<file path="config.mk">
export PLATFORM = sky130hd
export DESIGN_NAME = spec_term_ctrl
export DESIGN_NICKNAME = d
export VERILOG_FILES = /design/src/rtl/spec_term_ctrl.sv
export SDC_FILE = /design/constraint.sdc
export NUM_CORES = 1
export LEC_CHECK = 0
export BUFFER_PORTS_ARGS = -buffer_cell sky130_fd_sc_hd__buf_2
export CAP_MARGIN = 20
export CORE_AREA = 3 3 40 42
export CTS_BUF_LIST = sky130_fd_sc_hd__clkbuf_16
export CTS_CLUSTER_SIZE = 20
export DETAILED_ROUTE_END_ITERATION = 10
export DIE_AREA = 0 0 43 45
export GPL_ROUTABILITY_DRIVEN = 0
export SLEW_MARGIN = 10
export SYNTH_ARGS = -nofsm -noshare
export SYNTH_HDL_FRONTEND = slang
export SYNTH_SLANG_ARGS = --single-unit
export TNS_END_PERCENT = 10
</file>
<file path="constraint.sdc">
create_clock -name clk -period 2.4 [get_ports clk]
set_input_delay 0.48 -clock clk [delete_from_list [all_inputs] [get_ports clk]]
set_output_delay 0.48 -clock clk [all_outputs]
set_load 0.05 [all_outputs]
</file>
<file path="src/rtl/spec_term_ctrl.sv">
module spec_term_ctrl #(
  parameter int WAIT_STATES = 0
) (
  input  logic       clk,
  input  logic       rst_n,
  input  logic       as_n,
  input  logic       rw,
  input  logic [2:0] fc,
  input  logic       ci_out_n,
  input  logic       cache_hit,
  output logic       sterm_n,
  output logic       berr_n,
  output logic       halt_n
);
  localparam logic [2:0] CPU_SPACE = 3'b111;

  logic as_q, en_q, retry_q, ws_ok;
  logic cyc_ci, cyc_hit, cyc_crd;

  wire cyc_end   = as_n && !as_q;
  wire en_next   = !cyc_ci && !(cyc_crd && !cyc_hit);
  wire cachable  = ci_out_n && (fc != CPU_SPACE);

  always_ff @(posedge clk) begin
    if (!rst_n) begin
      as_q <= 1'b1;
      en_q <= 1'b0;
    end else begin
      as_q <= as_n;
      if (cyc_end) en_q <= en_next;
    end
  end

  always_ff @(posedge clk) begin
    if (!rst_n || as_n) begin
      cyc_ci  <= 1'b0;
      cyc_hit <= 1'b0;
      cyc_crd <= 1'b0;
    end else begin
      cyc_ci  <= cyc_ci  | !ci_out_n;
      cyc_hit <= cyc_hit | cache_hit;
      cyc_crd <= cyc_crd | (rw && cachable);
    end
  end

  generate
    if (WAIT_STATES == 0) begin : g_nowait
      assign ws_ok = 1'b1;
    end else begin : g_wait
      localparam int CW = $clog2(WAIT_STATES + 1);
      localparam logic [CW-1:0] LIMIT = CW'(WAIT_STATES);
      logic [CW-1:0] cnt;
      always_ff @(posedge clk) begin
        if (!rst_n || as_n) cnt <= '0;
        else if (cnt != LIMIT) cnt <= cnt + 1'b1;
      end
      assign ws_ok = (cnt == LIMIT);
    end
  endgenerate

  assign sterm_n = !(!as_n && rw && en_q && cachable && ws_ok);

  always_ff @(posedge clk) begin
    if (!rst_n || as_n) retry_q <= 1'b0;
    else retry_q <= retry_q | (!sterm_n && !cache_hit);
  end

  assign berr_n = !retry_q;
  assign halt_n = !retry_q;

  assert_retry_cause_R6: assert property (@(posedge clk) disable iff (!rst_n)
    $fell(berr_n) |-> $past(!sterm_n && !cache_hit));
  assert_release_R7: assert property (@(posedge clk) disable iff (!rst_n)
    as_n |=> (berr_n && halt_n));
  assert_read_only_R2: assert property (@(posedge clk) disable iff (!rst_n)
    !sterm_n |-> (!as_n && rw));
  assert_no_cpu_inh_R5: assert property (@(posedge clk) disable iff (!rst_n)
    !sterm_n |-> (fc != CPU_SPACE && ci_out_n));
  assert_hit_no_retry_R8: assert property (@(posedge clk) disable iff (!rst_n)
    (as_n || berr_n) && (sterm_n || cache_hit) |=> berr_n);
endmodule

</file>
==> results.ini <==
[pwr]
p_switching_uw=62.4
clock_power_share_pct=68.4
powerDensity_nw_per_um2=1070
internal-power_uw=327
p_comb_share_pct=4.3
leakage_nw=0.156
peakVddDrop_mv=0.538
power_frac_seq_pct=27.2
p_sw_share_pct=16.0

[cts]
postCtsSetupBuffers=0
cts_num_sinks=6
htree_num_levels=1
cts_resized=0
cts_made_buffers=3
cts_tree=built
clockBufferDepth=2
clk_latency_ps=230
cts.clk_slew.worst_paths_ps=30
cts_hold_buf=0
clockRootBuffer=clkbuf_16

[die]
die_width_um=43
coreArea_um2=1280
die_height_um=45
io_pins=12
rows=13
start_util_pct=17.3
die_area_um2=1940

[setup_path]
cp_slowest_stage_delay_ps=270
cp-start-kind=input port
r2r-start=cyc_crd
criticalPathCategory=in -> out
cp_max_fo=2
end_kind=output port
r2r_cells=3
cp_num_buf_inv=2
slowest_stage=buf_2
crit_top_cell=buf_2
critPathRequiredTime_ps=1920
worstReg2RegEnd=en_q
crit_arrival_ps=1100
cp_top_family=buffers and inverters
crit_cells=4
ff2ff_setup_slack_ps=1370
crit_chain=buf_2, and2_1, nand4_1, buf_2

[placement]
place_inst=50
io_buffers=11

[logic_synthesis]
yosys_register_bits=6
yosys_warnings=0
synth-edff-count=0
ys_seq_area_share_pct=53.9
yosys.area.top_type_share_pct=53.9
synth_top_area_cell=dfxtp_1
ys_top_cells_by_count=dfxtp_1, inv_1, nor2_1
synthCells=25
synthesis.nets=34
synth_area_leaders=dfxtp_1, inv_1, nor2_1
avgSynthCellArea_um2=8.91
synth_cell_types=15
synth.most_common_cell=dfxtp_1
async_flop_share_pct=0
synthFlopType=dfxtp_1
netlist_area_um2=223

[routing]
via_count=209
drtIter0Drc=1
wl_per_cell_um=9.25
drc=0
wl_um=490
dr.pass1.iters=3
detail_route.vias_per_cell=3.94
final_antenna_net_count=0

[global_route]
track_usage_pct=6.51
antenna_found_initial=0
grt_pass1_vias=206
use_met1_pct=7.02
grt_use_met2_pct=7.49
grtUsageMet3_pct=7.17
grt.busiest_layer=met2
grt-ovfl-total=0
grt_max_degree=7
grt_pass1_wl_um=793

[sta]
worst_pin_slew_ps=247
finalSetupViolations=0
drv_slew=0
relSlewSlack_pct=83.6
skew_ps=0.464
period_share_pct=66.0
finalHoldViolCount=0
rsz0062_at_grt=no
fin_crit_ps=1580
timing.fmax_ghz=0.631
fin_setup_tns_ps=0

[cells_and_area]
multi_input_area_um2=83.8
fillCellCount=140
regArea_um2=120
num_antenna_cells=0
final_util_pct=28.3
nNetsFinal=49
drive_gt1_share_pct=39.5
syn_to_final_growth_pct=63.5
stdcell_count=53

[hold_path]
worstHoldStart=ci_out_n
min_path_cells=2
hold-path-endpoint=cyc_ci
hold_class=in -> reg

[status]
status=finished, final reports clean

[flow_run]
maxCapViolations=0

routing by layer:
| layer | wire length [µm] | vias up |
|---|---|---|
| li1 | - | 111 |
| met1 | 208 | 88 |
| met2 | 209 | 10 |
| met3 | 72 | 0 |
| met4 | 0 | 0 |
| met5 | 0 | - |
cell type report:
cell class / instances / share of cell area [%]
clock buffers: 3 / 20.6
inverters: 3 / 3.09
multi-input cells: 15 / 23.0
flip-flops and latches: 6 / 33.0
well taps: 15 / 5.15
repair buffers: 11 / 15.1
registers in the layout, summed over array words and instances (netlist names):
name and cells:
cyc_crd 1, cyc_ci 1, en_q 1, retry_q 1, cyc_hit 1, as_q 1
metrics by stage:
step	power, mW	hold WS (ps)	setup WS (ps)	instance area (µm²)
after detailed placement	0.125	453	813	289
final	0.389	448	816	364
after floorplan	0.116	425	812	223
after global routing	0.402	468	781	364
after global placement	0.125	438	816	289
after CTS	0.394	448	813	364
power by group through the flow:
stage | sequential (mW) | clock [mW] | combinational (mW)
global route | 0.106 | 0.276 | 0.0197
floorplan | 0.107 | 0 | 0.00853
finish | 0.106 | 0.266 | 0.0169
global placement | 0.107 | 0 | 0.0171
detailed placement | 0.107 | 0 | 0.0173
CTS | 0.106 | 0.271 | 0.0173
worst max-delay path by stage:
stage / startpoint / endpoint / slack (ps)
3_3_place_gp: rw / sterm_n / 820
2_1_floorplan: rw / sterm_n / 810
5_1_grt: rw / sterm_n / 780
3_5_place_dp: rw / sterm_n / 810
6_report: rw / sterm_n / 820
4_1_cts: rw / sterm_n / 810
cells by family after synthesis:
group                  synth area share (%)
buffers and inverters                  8.43
flip-flops                             53.9
AO/OA/AOI/OAI                          12.9
AND/OR/NAND/NOR                        24.7
layout by cell type (no fill, tap or decap), drive strengths merged:
cell type  Yosys  final
buf            1     11
dfxtp          6      6
inv            3      3
nor2           3      3
clkbuf         0      3
a21oi          2      2
nand3          1      1
and2           1      1
nand4          1      1
nand2b         1      1
o21ai          1      1
nor2b          1      1
or4            1      1
a21boi         1      1
or2            1      1
o22ai          1      1
Note: power is estimated with default switching activity, not from simulation.
